## config.mk

```make
export PLATFORM = sky130hd
export DESIGN_NAME = opcode_fetch_guard
export DESIGN_NICKNAME = d
export VERILOG_FILES = /design/src/rtl/fg_pkg.sv /design/src/rtl/fg_parity_chk.sv /design/src/rtl/fg_legal_dec.sv /design/src/rtl/fg_retry_ctr.sv /design/src/rtl/opcode_fetch_guard.sv
export SDC_FILE = /design/constraint.sdc
export NUM_CORES = 1
export LEC_CHECK = 0
export ABC_AREA = 1
export BUFFER_PORTS_ARGS = -buffer_cell sky130_fd_sc_hd__buf_4
export CORE_UTILIZATION = 25
export DETAILED_ROUTE_END_ITERATION = 12
export GPL_ROUTABILITY_DRIVEN = 0
export GPL_TIMING_DRIVEN = 0
export HOLD_SLACK_MARGIN = 0.1
export SLEW_MARGIN = 20
export SYNTH_ARGS = -nofsm -noshare
export SYNTH_HDL_FRONTEND = slang
export SYNTH_HIERARCHICAL = 1
export SYNTH_SLANG_ARGS = --single-unit
```

## constraint.sdc

```tcl
create_clock -name clk -period 2.7 [get_ports clk]
set_clock_uncertainty 0.05 [all_clocks]
set_input_delay 0 -clock clk [delete_from_list [all_inputs] [get_ports clk]]
set_output_delay 0 -clock clk [all_outputs]
set_load 0.03 [all_outputs]
```

## src/rtl/fg_pkg.sv

```systemverilog
package fg_pkg;
  localparam int FG_OP_W    = 6;
  localparam int FG_NUM_OPS = 12;

  // Defined instruction set: sparse within the 6-bit space
  localparam logic [FG_OP_W-1:0] FG_OPS [FG_NUM_OPS] = '{
    6'h01, 6'h06, 6'h0B, 6'h10, 6'h17, 6'h1A,
    6'h24, 6'h29, 6'h2E, 6'h33, 6'h38, 6'h3D
  };

  typedef enum logic [1:0] {
    FG_PASS   = 2'd0,
    FG_FLUSH  = 2'd1,
    FG_TRAP   = 2'd2,
    FG_NONE   = 2'd3
  } fg_verdict_e;
endpackage

```

## src/rtl/fg_parity_chk.sv

```systemverilog
module fg_parity_chk #(
  parameter int DATA_W = 6
) (
  input  logic [DATA_W-1:0] data,
  input  logic              chk_bit,
  output logic              par_err
);
  // Even sense: data plus check bit must hold an even count of ones
  always_comb begin
    par_err = chk_bit;
    for (int i = 0; i < DATA_W; i++) begin
      par_err = par_err ^ data[i];
    end
  end
endmodule

```

## src/rtl/fg_legal_dec.sv

```systemverilog
module fg_legal_dec
  import fg_pkg::*;
#(
  parameter int OP_W   = FG_OP_W,
  parameter int NUM_OP = FG_NUM_OPS
) (
  input  logic [OP_W-1:0] opcode,
  output logic            legal
);
  logic [NUM_OP-1:0] hit;

  genvar g;
  generate
    for (g = 0; g < NUM_OP; g++) begin : g_match
      assign hit[g] = (opcode == FG_OPS[g]);
    end
  endgenerate

  assign legal = |hit;
endmodule

```

## src/rtl/fg_retry_ctr.sv

```systemverilog
module fg_retry_ctr #(
  parameter int ADDR_W    = 32,
  parameter int RETRY_MAX = 3
) (
  input  logic              clk,
  input  logic              rst_n,
  input  logic              fail,
  input  logic              clean,
  input  logic [ADDR_W-1:0] addr,
  output logic              at_limit
);
  localparam int CNT_W = $clog2(RETRY_MAX + 1);
  localparam logic [CNT_W-1:0] LIMIT = CNT_W'(RETRY_MAX);
  localparam logic [CNT_W-1:0] ONE   = CNT_W'(1);

  logic [CNT_W-1:0]  cnt_q, cnt_d, cnt_run;
  logic [ADDR_W-1:0] last_q, last_d;
  logic              same_addr;
  logic              last_en;

  assign same_addr = (cnt_q != '0) && (addr == last_q);
  assign cnt_run   = same_addr ? (cnt_q + ONE) : ONE;
  assign at_limit  = fail && (cnt_run == LIMIT);

  always_comb begin
    cnt_d   = cnt_q;
    last_d  = last_q;
    last_en = 1'b0;
    if (fail) begin
      last_en = 1'b1;
      last_d  = addr;
      cnt_d   = at_limit ? '0 : cnt_run;
    end else if (clean) begin
      cnt_d = '0;
    end
  end

  always_ff @(posedge clk or negedge rst_n) begin
    if (!rst_n) begin
      cnt_q  <= '0;
      last_q <= '0;
    end else begin
      cnt_q <= cnt_d;
      if (last_en) begin
        last_q <= last_d;
      end
    end
  end
endmodule

```

## src/rtl/opcode_fetch_guard.sv

```systemverilog
module opcode_fetch_guard
  import fg_pkg::*;
#(
  parameter int OP_W      = FG_OP_W,
  parameter int ADDR_W    = 32,
  parameter int RETRY_MAX = 3
) (
  input  logic              clk,
  input  logic              rst_n,
  input  logic              fetch_valid,
  input  logic [OP_W-1:0]   fetch_opcode,
  input  logic              fetch_parity,
  input  logic [ADDR_W-1:0] fetch_addr,
  output logic              dec_valid,
  output logic [OP_W-1:0]   dec_opcode,
  output logic              refetch_req,
  output logic [ADDR_W-1:0] refetch_addr,
  output logic              illegal_trap
);
  // Reset: asserted asynchronously, released on a clock edge
  logic rst_meta_q, rst_sync_n;
  always_ff @(posedge clk or negedge rst_n) begin
    if (!rst_n) begin
      rst_meta_q <= 1'b0;
      rst_sync_n <= 1'b0;
    end else begin
      rst_meta_q <= 1'b1;
      rst_sync_n <= rst_meta_q;
    end
  end

  logic par_err, legal, at_limit;
  logic fail, clean;
  fg_verdict_e verdict;

  fg_parity_chk #(.DATA_W(OP_W)) u_par (
    .data    (fetch_opcode),
    .chk_bit (fetch_parity),
    .par_err (par_err)
  );

  fg_legal_dec #(.OP_W(OP_W), .NUM_OP(FG_NUM_OPS)) u_legal (
    .opcode (fetch_opcode),
    .legal  (legal)
  );

  assign fail  = fetch_valid &  par_err;
  assign clean = fetch_valid & ~par_err;

  fg_retry_ctr #(.ADDR_W(ADDR_W), .RETRY_MAX(RETRY_MAX)) u_retry (
    .clk      (clk),
    .rst_n    (rst_sync_n),
    .fail     (fail),
    .clean    (clean),
    .addr     (fetch_addr),
    .at_limit (at_limit)
  );

  // Parity is judged first; legality only for parity-clean words
  always_comb begin
    if (!fetch_valid)  verdict = FG_NONE;
    else if (par_err)  verdict = at_limit ? FG_TRAP : FG_FLUSH;
    else if (!legal)   verdict = FG_TRAP;
    else               verdict = FG_PASS;
  end

  logic              dv_d, rf_d, tr_d;
  logic              op_en, addr_en;
  logic              dv_q, rf_q, tr_q;
  logic [OP_W-1:0]   op_q;
  logic [ADDR_W-1:0] addr_q;

  always_comb begin
    dv_d    = (verdict == FG_PASS);
    rf_d    = (verdict == FG_FLUSH);
    tr_d    = (verdict == FG_TRAP);
    op_en   = dv_d;
    addr_en = rf_d;
  end

  always_ff @(posedge clk or negedge rst_sync_n) begin
    if (!rst_sync_n) begin
      dv_q   <= 1'b0;
      rf_q   <= 1'b0;
      tr_q   <= 1'b0;
      op_q   <= '0;
      addr_q <= '0;
    end else begin
      dv_q <= dv_d;
      rf_q <= rf_d;
      tr_q <= tr_d;
      if (op_en) begin
        op_q <= fetch_opcode;
      end
      if (addr_en) begin
        addr_q <= fetch_addr;
      end
    end
  end

  assign dec_valid    = dv_q;
  assign dec_opcode   = op_q;
  assign refetch_req  = rf_q;
  assign refetch_addr = addr_q;
  assign illegal_trap = tr_q;
endmodule

```

* After elaboration in Yosys (flattened, before gate mapping)
Cells that the tools add are included.
** Word-level totals
- Register bits :: 77
- Latch bits :: 0
- Memory bits (writable) :: 0
- Bits in read-only memories :: 0
- Input port bits :: 42
- Word-level logic and storage cells :: 51
- Memories :: 0
** Operators by class
- Add/subtract/negate cells :: 1
- Multiply operators :: 0
- Divide/modulo/power cells :: 0
- Magnitude comparators :: 0
- Equal/unequal tests :: 16
- Shifts and indexed selects :: 0
- Muxes and demuxes :: 9
- Bitwise logic cells :: 9
- Reduce and logical (&&, ||, !) cells :: 7
** Operators with widths (count)
- $eq 6x6->1 const B :: 6
- $eq 32x32->1 :: 1
- $eq 6x5->1 const B :: 3
- $mux 2 :: 8
- $reduce_or 12->1 :: 1
- $eq 6x1->1 const B :: 1
- $eq 6x3->1 const B :: 1
- $eq 6x4->1 const B :: 1
- $xor 1x1->1 :: 6
- $eq 2x2->1 const B :: 2
- $reduce_bool 2->1 :: 2
- $add 2x1->2 const B :: 1
- $and 1x1->1 :: 2
- $eq 2x1->1 const B :: 1
- $logic_and 1x1->1 :: 2
- $logic_not 2->1 :: 1
- $reduce_and 2->1 :: 1
- $mux 1 :: 1
- $not 1->1 :: 1

* Depth between registers and ports, before layout
Gate-level depths: netlist of the first run.
- Depth in word-level cells :: 12
- Gate-level depth with buffers :: 22
- Depth with buffers taken out :: 18

* Cells and area by module
The synthesis of the first run kept the hierarchy.
** By module, submodules not included
- fg_retry_ctr :: instances 1, cells each 276, area an instance 1883.1 µm², sequential area each 850.8 µm²
- opcode_fetch_guard :: instances 1, cells each 188, area an instance 1780.5 µm², sequential area each 1076.0 µm²
- fg_legal_dec :: instances 1, cells each 43, area an instance 182.7 µm², sequential area each 0.0 µm²
- fg_parity_chk :: instances 1, cells each 33, area an instance 127.6 µm², sequential area each 0.0 µm²

* Worst setup path after synthesis of the first run
No wires, ideal clock.
- Kind :: input port to flip-flop
- Start :: input fetch_opcode[0]
- End :: register addr_q[0] (netlist: refetch_addr[0])
- Setup time :: 118 ps
- Arrival time :: 1667 ps
- Setup slack :: 865 ps
- Stages :: 20
- Cell sequence :: nor2_1 inv_1 nand2_1 nand2_1 nand2_1 nand2_1 nand2_1 buf_4 buf_2 nand2_1 inv_1 buf_2 nand2_1 inv_1 nand3_1 nor2_1 inv_2 buf_2 nand4_1 nand2_1
** Between the ends
- Word-level cells in the longest chain between the ends :: 12
** Ends and longest elaborated chain
- from (decl) :: RTL line opcode_fetch_guard.sv:11 : input logic [OP_W-1:0] fetch_opcode,
- $xor 1x1->1 (6 in a row) :: RTL line fg_parity_chk.sv:12 : par_err = par_err ^ data[i];
- named net par_err :: RTL line opcode_fetch_guard.sv:32 : logic par_err, legal, at_limit;
- $and 1x1->1 :: RTL line opcode_fetch_guard.sv:47 : assign fail = fetch_valid & par_err;
- named net fail :: RTL line opcode_fetch_guard.sv:33 : logic fail, clean;
- $logic_and 1x1->1 :: RTL line fg_retry_ctr.sv:23 : assign at_limit = fail && (cnt_run == LIMIT);
- named net at_limit :: RTL line opcode_fetch_guard.sv:32
- $mux 2 (2 in a row) :: RTL line opcode_fetch_guard.sv:62 : else if (par_err) verdict = at_limit ? FG_TRAP : FG_FLUSH;
- $mux 2 :: RTL line opcode_fetch_guard.sv:61 : if (!fetch_valid) verdict = FG_NONE;
- $eq 2x1->1 :: RTL line opcode_fetch_guard.sv:75 : rf_d = (verdict == FG_FLUSH);
- to (signal assigned) :: RTL line opcode_fetch_guard.sv:96 : addr_q <= fetch_addr;
- to (decl) :: RTL line opcode_fetch_guard.sv:71 : logic [ADDR_W-1:0] addr_q;
The timed path passes the listed nets, and every way through them passes these cells.
A chain may end at the register's enable or synchronous reset.

* Final worst setup path of the first run
- Start :: input fetch_opcode[0]
- End :: register addr_q[28] (netlist: refetch_addr[28])
The elaborated chain is that of the path after synthesis.

==> summary.md, run 1 <==
| Metric | Value |
|---|---|
| Status | finished clean |
| Kind of cell adding the most delay to the critical path | buffers and inverters |
| Reg area | 0.00193 mm² |
| Core Area | 0.0154 mm² |
| CTS Buf Count | 9 |
| Hold WS | 0.250 ns |
| Peak supply drop | 298 µV |
| CTS H-Tree Depth | 3 |
| DR pass1 iterations | 4 |
| Synthesized flop and latch total | 77 |
| FMAX | 407 MHz |
| Top Ports | 83 |
| Worst path max stage delay | 0.55 ns |
| Worst path arrival time | 2.62 ns |
| P&R area growth vs syn | 40.7% |
| Antenna Nets Post-Route | 0 |
| Final Hold Fails | 0 |
| Clock Tree Root | clkbuf_16 |
| Nets@finish | 717 |
| Clock sinks | 77 |
| Reg-to-reg startpoint | u_retry/cnt_q[0] |
| GRT overflow | 0 |
| CTS tree | done |
| # Post-CTS Setup Buffers | 0 |
| Sw Ratio | 35.1% |
| CP Data Required Time | 2.87 ns |
| First DRT Iteration DRCs | 182 |
| Clock Path Buffers | 2 |
| Cell count after synthesis | 540 |
| Mapped Area | 0.00397 mm² |
| Die width | 128 µm |
| Share of cells above drive strength 1 | 19.0% |
| WL/cell | 12.0 µm |
| Setup Viol. Count Final | 0 |
| Buf/Inv on CP | 10 |
| Core Util, Final | 36.4% |
| # Max-Cap Violations | 0 |
| RR Endpoint | refetch_addr[28] |
| PwrDens | 767 mW/mm² |
| # DRC | 0 |
| Starting density of the core | 25.9% |
| Worst Hold Class | flip-flop to asynchronous set/reset pin |
| Crit path from | fetch_opcode[0] |
| Synth cell types | 23 |
| PortBufs | 81 |
| DP Cell Count | 833 |
| R2r setup slk | 0.64 ns |
| Syn_nets | 583 |
| Die H | 128 µm |
| Max Slew Vio Count | 0 |
| Final setup TNS | 0 ns |
| Slew headroom | 63.0% |
| Final Cycle Share | 91.0% |
| Mapped Avg Cell Area | 7.36 µm² |
| RSZ-0062 raised after global routing | false |
| CP max FO | 10 |
| Min cycle time layout | 2.46 ns |
| First-pass GRT wire length | 17.6 mm |
| YS warnings | 6 |
| # diodes | 0 |
| Via/cell ratio | 4.14 |
| Register area share after synthesis | 48.5% |
| Largest net degree at the start of global routing | 40 |
| CP Capture Type | flip-flop |
| Flop pwr share | 38.4% |
| Worst slew pin tran | 0.556 ns |
| CP Class | input port to flip-flop |
| CP max stage cell | dlygate4sd3_1 |
| Switching power | 1500 µW |
| Share of total power in the clock network | 28.6% |
| Crit-path most repeated cell | nand2_1 |
| Fillers | 1615 |
| Detail Placement HPWL | 7.63 mm |
| Startpoint types | input port |
| Die area | 0.0164 mm² |
| Vias in the first global route | 3534 |
| Int Pwr | 2780 µW |
| Final setup margin | 0.243 ns |
| Vias | 3685 |
| Initial antenna violation count | 0 |
| R2R cell count | 13 |
| Gr usage total | 13.9% |
| Multi-input gate area | 0.00163 mm² |
| Site Rows | 45 |
| Critical Path, Cell by Cell | dlygate4sd3_1 -> buf_4 -> nor2_1 -> inv_1 -> nand2_1 -> nand2_1 -> nand2_1 -> nand2_1 -> nand2_1 -> buf_6 -> buf_6 -> nand2_1 -> inv_1 -> buf_4 -> nand2_1 -> inv_1 -> nand3_1 -> nor2_1 -> inv_2 -> buf_2 -> nand4_1 -> nand2_1 |
| LEAKAGE | 0.00302 µW |
| Gate power share | 33.0% |
| Worst-skew pair later-pin latency | 0.34 ns |
| Pre-CTS WS | 0.286 ns |
| Drt total wl | 10.7 mm |
| Worst-path clk slew | 0.06 ns |
| Final non-filler cell total | 890 |
[layer usage]
| layer | wire, µm | global-route usage, % |
|---|---|---|
| met1 | 5100 | 18.3 |
| met2 | 4960 | 22.4 |
| met3 | 495 | 3.13 |
| met4 | 132 | 4.78 |
| met5 | 0 | 0 |
[layout make-up]
type                    count  area share [%]
multi-input cells         367            29.2
clock buffers              15            4.79
clock inverters             1           0.537
plain buffers              23            2.71
flip-flops and latches     77            34.5
inverters                  73            4.90
well taps                 211            4.72
repair buffers            123            18.6
[flip-flops by register name, indices dropped and copies added (netlist names)]
signal and cells:
refetch_addr 32, u_retry/last_q 32, dec_opcode 6, u_retry/cnt_q 2, dec_valid 1, illegal_trap 1, refetch_req 1, rst_meta_q 1
rst_sync_n 1
[cells by family after synthesis]
kind of cell / share of synthesized area [%]
buf+inv: 10.4
xor+xnor: 1.76
compound gates: 3.53
simple gates: 35.4
flops: 48.5
fa+ha+maj: 0.315
other cells: 0.0944
[cells in the mapped netlist (all sizes together)]
cell	number	area share [%]
inv	73	6.9
ha	1	0.31
clkbuf	2	0.19
conb	1	0.094
a21oi	1	0.13
dfrtp	77	48
buf	21	3.3
xnor2	8	1.8
nand3	24	3.6
o21ai	27	3.4
nand4	40	6.3
nor2	33	3.4
or2	2	0.32
nand2	230	22
[worst max path at each step]
stage | endpoint | slack [ns] | depth (start not counted)
2_1_floorplan | dec_opcode[0] | 0.35 | 0
3_3_place_gp | refetch_addr[26] | -0.72 | 0
5_1_grt | refetch_addr[19] | 0.02 | 23
3_5_place_dp | refetch_addr[12] | 0.29 | 21
6_report | refetch_addr[28] | 0.24 | 22
4_1_cts | refetch_addr[28] | 0.07 | 22
[metrics by stage]
step | total power, µW | instance area, µm²
3_3_place_gp | 3020 | 4850
2_1_floorplan | 2510 | 3970
6_report | 4290 | 5590
3_5_place_dp | 3040 | 4870
4_1_cts | 4350 | 5580
5_1_grt | 4570 | 5590
[power groups by stage]
stage          combinational (µW)  clock, µW  sequential [µW]
2_1_floorplan                 536          0             1980
3_3_place_gp                 1350          0             1670
3_5_place_dp                 1380          0             1670
4_1_cts                      1430       1270             1650
5_1_grt                      1570       1310             1690
6_report                     1420       1220             1640
[placed cells by master (no fill, tap or decap), types with 2 or more instances in the layout]
cell type / instances
clkbuf_8: 2
nor2_1: 29
inv_1: 70
buf_6: 5
nand4_1: 40
buf_4: 84
inv_2: 3
nand2_2: 2
dfrtp_1: 76
nand2_1: 228
dlygate4sd3_1: 41
clkbuf_16: 9
nor2_2: 4
buf_2: 13
nand3_1: 21
o21ai_0: 26
nand3_2: 2
xnor2_1: 8
clkbuf_1: 6
[repair_timing]
action                                 CTS  global route
hold buffers                            41             0
setup endpoints to repair                0            33
endpoints found under the hold margin   74             0
gates resized for setup                  0             6
Power figures use the tool's default switching activity.
==> inputs of run 2 (changes only) <==
--- a/config.mk
+++ b/config.mk
@@ -9,9 +9,9 @@
 export BUFFER_PORTS_ARGS = -buffer_cell sky130_fd_sc_hd__buf_4
 export CORE_UTILIZATION = 25
 export DETAILED_ROUTE_END_ITERATION = 12
-export GPL_ROUTABILITY_DRIVEN = 0
 export GPL_TIMING_DRIVEN = 0
 export HOLD_SLACK_MARGIN = 0.1
+export MAX_ROUTING_LAYER = met4
 export SLEW_MARGIN = 20
 export SYNTH_ARGS = -nofsm -noshare
 export SYNTH_HDL_FRONTEND = slang
==> run 2 against run 1 <==
Net effect: worst setup slack about the same; critical path depth unchanged; via count decreased by 0.35%; final area unchanged; sequential cell count unchanged; hold slack about the same; sequential power about the same; largest cell class unchanged; register-to-register slack got worse by 0.03 ns; utilization unchanged; non-clock buffer count unchanged.
==> summary.md, run 2 (synthesis results as in run 1) <==
| Metric | Value |
|---|---|
| Gr usage total | 14.3% |
| Fillers | 1615 |
| Vias | 3672 |
| CTS Buf Count | 9 |
| Via/cell ratio | 4.13 |
| R2r setup slk | 0.61 ns |
| Worst Hold Class | flip-flop to asynchronous set/reset pin |
| CTS H-Tree Depth | 3 |
| CP max stage cell | dlygate4sd3_1 |
| PortBufs | 81 |
| Largest net degree at the start of global routing | 40 |
| Max Slew Vio Count | 0 |
| Final Hold Fails | 0 |
| Highest-count cells in the layout ignoring fill and taps | nand2_1, buf_4, dfrtp_1 |
| Crit path from | fetch_opcode[0] |
| P&R area growth vs syn | 40.7% |
| Setup Viol. Count Final | 0 |
| CTS tree | done |
| Share of cells above drive strength 1 | 19.0% |
| Die area | 0.0164 mm² |
| Design Power | 4290 µW |
| Worst path arrival time | 2.62 ns |
| GRT overflow | 0 |
| Int Pwr | 2780 µW |
| Detail Placement HPWL | 7.63 mm |
| Clock Tree Root | clkbuf_16 |
| DR pass1 iterations | 5 |
| CP max FO | 10 |
| # DRC | 0 |
| Starting density of the core | 25.9% |
| Crit-path most repeated cell | nand2_1 |
| Share of total power in the clock network | 28.6% |
| CP Capture Type | flip-flop |
| First-pass GRT wire length | 17.6 mm |
| Worst path max stage delay | 0.55 ns |
| # Max-Cap Violations | 0 |
| Clock sinks | 77 |
| Routability cong. | 0.777 |
| Site Rows | 45 |
| Gate power share | 33.0% |
| Core Area | 0.0154 mm² |
| LEAKAGE | 0.00302 µW |
| Final Cycle Share | 91.0% |
| Startpoint types | input port |
| CP Data Required Time | 2.87 ns |
| FMAX | 407 MHz |
| Die H | 128 µm |
| Initial antenna violation count | 0 |
| Critical Path, Cell by Cell | dlygate4sd3_1 -> buf_4 -> nor2_1 -> inv_1 -> nand2_1 -> nand2_1 -> nand2_1 -> nand2_1 -> nand2_1 -> buf_6 -> buf_6 -> nand2_1 -> inv_1 -> buf_4 -> nand2_1 -> inv_1 -> nand3_1 -> nor2_1 -> inv_2 -> buf_2 -> nand4_1 -> nand2_1 |
| Die width | 128 µm |
| RR Endpoint | refetch_addr[28] |
| R2R cell count | 13 |
| Switching power | 1500 µW |
| Sw Ratio | 35.1% |
| Status | finished clean |
| Vias in the first global route | 3532 |
| Clock Path Buffers | 2 |
| WL/cell | 12.0 µm |
| Flop pwr share | 38.4% |
| Hold WS | 0.250 ns |
| Worst slew pin tran | 0.516 ns |
| Worst-skew pair later-pin latency | 0.34 ns |
| First DRT Iteration DRCs | 183 |
| Peak supply drop | 298 µV |
| Reg-to-reg startpoint | u_retry/cnt_q[0] |
| # diodes | 0 |
| Slew headroom | 65.6% |
| PwrDens | 767 mW/mm² |
| Nets@finish | 717 |
| RSZ-0062 raised after global routing | false |
| Worst-path clk slew | 0.06 ns |
| Drt total wl | 10.7 mm |
| Commonest non-fill, non-tap cell in the layout | nand2_1 |
| Min cycle time layout | 2.46 ns |
| Top Ports | 83 |
| Antenna Nets Post-Route | 0 |
| CP Class | input port to flip-flop |
| # Post-CTS Setup Buffers | 0 |
[run 2: cell counts in the layout (fill, tap and decap cells not counted)]
Identical to the previous run, type by type.
[run 2: critical path, delay by kind of cell]
family | cells | cell delay [ns]
buffers and inverters | 10 | 1.72
and+or+nand+nor | 12 | 0.90
[run 2: stage by stage]
step	TNS (ns)	util, %	instances	setup WS, ns	area, µm²
detailed placement	0	31.7	833	0.286	4870
global placement	-53.49	31.5	832	-0.718	4850
CTS	0	36.3	890	0.0691	5580
global route	0	36.4	890	0.0204	5590
finish	0	36.4	890	0.244	5590
floorplan	0	-	540	0.347	3970
[run 2: final cells by class]
type                    count  area, µm²  share of cell area, %
flip-flops and latches     77       1930                   34.5
repair buffers            123       1040                   18.6
multi-input cells         367       1630                   29.2
clock buffers              15        268                   4.79
clock inverters             1       30.0                  0.537
inverters                  73        274                   4.90
plain buffers              23        151                   2.71
well taps                 211        264                   4.72
[run 2: power by group through the flow]
stage          Clock (µW)  Combinational (µW)  Sequential [µW]
2_1_floorplan           0                 536             1980
3_3_place_gp            0                1350             1670
3_5_place_dp            0                1380             1670
4_1_cts              1270                1430             1650
5_1_grt              1310                1570             1690
6_report             1230                1420             1650
[run 2: what timing repair did]
| action | in CTS | in global routing |
|---|---|---|
| endpoints found under the hold margin | 74 | 0 |
| gates resized for setup | 0 | 6 |
| endpoints found under the setup margin | 0 | 33 |
| hold buffers | 41 | 0 |
[run 2: metal layers]
layer,share of wire (%),global-route usage [%]
met3,3.6,2.96
met5,0,-
met1,49,18.4
met2,46,22.4
met4,1.4,4.78
[run 2: worst max-delay path by stage]
stage | cells after the start | to
2_1_floorplan | 0 | dec_opcode[0]
4_1_cts | 22 | refetch_addr[28]
3_3_place_gp | 0 | refetch_addr[26]
5_1_grt | 23 | refetch_addr[19]
6_report | 22 | refetch_addr[28]
3_5_place_dp | 21 | refetch_addr[12]
==> inputs of run 3 (changes only) <==
--- a/config.mk
+++ b/config.mk
@@ -7,11 +7,13 @@
 export LEC_CHECK = 0
 export ABC_AREA = 1
 export BUFFER_PORTS_ARGS = -buffer_cell sky130_fd_sc_hd__buf_4
-export CORE_UTILIZATION = 25
+export CAP_MARGIN = 20
+export CORE_UTILIZATION = 55
 export DETAILED_ROUTE_END_ITERATION = 12
 export GPL_TIMING_DRIVEN = 0
 export HOLD_SLACK_MARGIN = 0.1
 export MAX_ROUTING_LAYER = met4
+export PLACE_DENSITY = 0.8
 export SLEW_MARGIN = 20
 export SYNTH_ARGS = -nofsm -noshare
 export SYNTH_HDL_FRONTEND = slang
==> run 3 against run 2 <==
Net effect: sequential power is essentially flat; clock power shrank 20%; sequential share of layout area rose by 1.3 points; routed wire length down 5.4%; register-to-register slack gained 0.02 ns; worst setup slack better by 0.058 ns; maximum frequency up 2.4%; via count rose by 7.6%; non-clock buffer count did not move; critical path depth unchanged; utilization increased by 42 points; highest routed layer unchanged.
==> summary.md, run 3 (synthesis results as in run 1) <==
| Metric | Value |
|---|---|
| Status | finished clean |
| Core Area | 0.00687 mm² |
| Crit-path most repeated cell | nand2_1 |
| CP max FO | 10 |
| Area after DPL | 0.00473 mm² |
| Final setup TNS | 0 ns |
| R2R cell count | 13 |
| CTS Buf Count | 9 |
| Kind of cell adding the most delay to the critical path | buffers and inverters |
| Via/cell ratio | 5.10 |
| # DRC | 0 |
| Largest net degree at the start of global routing | 53 |
| CTS tree | done |
| Worst Hold Class | flip-flop to asynchronous set/reset pin |
| DR pass1 iterations | 5 |
| CTS H-Tree Depth | 3 |
| CP Capture Type | flip-flop |
| R2r setup slk | 0.63 ns |
| Initial antenna violation count | 0 |
| Die area | 0.00757 mm² |
| Final Cycle Share | 88.8% |
| Startpoint types | input port |
| Starting density of the core | 57.9% |
| Worst-path clk slew | 0.08 ns |
| Max Slew Vio Count | 0 |
| First DRT Iteration DRCs | 283 |
| Final Cell Area | 0.00539 mm² |
| GRT overflow | 0 |
| Buf/Inv on CP | 10 |
| Commonest non-fill, non-tap cell in the layout | nand2_1 |
| CP max stage cell | dlygate4sd3_1 |
| FMAX | 417 MHz |
| Worst path max stage delay | 0.55 ns |
| Detail Placement HPWL | 6.66 mm |
| CP Data Required Time | 2.89 ns |
| PortBufs | 81 |
| Highest-count cells in the layout ignoring fill and taps | nand2_1, buf_4, dfrtp_1 |
| Critical Path, Cell by Cell | dlygate4sd3_1 -> buf_4 -> nor2_1 -> inv_1 -> nand2_1 -> nand2_1 -> nand2_1 -> nand2_1 -> nand2_1 -> buf_6 -> buf_6 -> nand2_1 -> inv_1 -> buf_6 -> nand2_1 -> inv_1 -> nand3_1 -> nor2_1 -> inv_2 -> buf_2 -> nand4_1 -> nand2_1 |
| CP Class | input port to flip-flop |
| Vias | 3951 |
| Share of cells above drive strength 1 | 19.4% |
| Gr usage total | 29.8% |
| P&R area growth vs syn | 35.6% |
| Die width | 87 µm |
| First-pass GRT wire length | 16.7 mm |
| Min cycle time layout | 2.40 ns |
| Vias in the first global route | 3772 |
| Final Hold Fails | 0 |
| # diodes | 0 |
| Top Ports | 83 |
| Site Rows | 30 |
| Die H | 87 µm |
| Nets@finish | 717 |
| # Max-Cap Violations | 0 |
| Drt total wl | 10.1 mm |
| RSZ-0062 raised after global routing | false |
| LEAKAGE | 0.00300 µW |
| Clock sinks | 77 |
| Reg-to-reg startpoint | u_retry/cnt_q[0] |
| Peak supply drop | 457 µV |
| Worst-skew pair later-pin latency | 0.34 ns |
| Setup Viol. Count Final | 0 |
| WL/cell | 13.0 µm |
| PwrDens | 754 mW/mm² |
| Worst path arrival time | 2.59 ns |
| Antenna Nets Post-Route | 0 |
| Routability cong. | 0.843 |
| Clock Tree Root | clkbuf_8 |
| RR Endpoint | refetch_addr[27] |
| Clock Path Buffers | 2 |
## run 3: power breakdown
group	internal [µW]	leakage, µW	total, µW	switching [µW]
clock network	569	0.000116	981	412
logic	554	0.00193	1440	884
registers	1460	0.000957	1640	184
## run 3: timing repair
action,CTS,global route
endpoints found under the hold margin,75,0
hold buffers,41,0
setup buffers,0,0
endpoints found under the setup margin,0,34
gates resized for setup,0,9
## run 3: area by class of cell
type	count	area, µm²
Buffer	23	158
Clock buffer	12	155
Clock inverter	4	70.1
Fill cell	518	1480
Inverter	73	274
Multi-Input combinational cell	367	1630
Sequential cell	77	1930
Tap cell	96	120
Timing Repair Buffer	123	1050
## run 3: per-stage QoR
stage                     instances  hold slack (ns)  setup WS, ns  total power [µW]  util [%]
after detailed placement        718           -0.266         0.339              3030      68.9
final                           775            0.187         0.302              4060      78.4
after CTS                       775            0.203         0.133              4060      78.2
after global placement          717           -0.268        -0.520              2970      68.5
after floorplan                 540           -0.346         0.347              2510         -
after global routing            775            0.217       0.00868              4310      78.4
## run 3: worst max-delay path by stage
stage                         start               end  slack, ns  depth (start not counted)
global route        fetch_opcode[0]  refetch_addr[14]      0.009                         23
detailed placement  fetch_opcode[0]  refetch_addr[27]       0.34                         21
floorplan                rst_sync_n     dec_opcode[0]       0.35                          0
CTS                 fetch_opcode[0]  refetch_addr[27]       0.13                         22
finish              fetch_opcode[0]  refetch_addr[27]       0.30                         22
global placement         rst_sync_n  refetch_addr[28]      -0.52                          0
## run 3: layer usage
metal / GRT usage [%] / vias to the layer above / share of wire (%)
met1: 36.5 / 1843 / 43
met4: 12.1 / 0 / 1.6
met2: 48.2 / 147 / 50
li1: - / 1943 / -
met5: - / - / 0
met3: 6.07 / 18 / 5.0
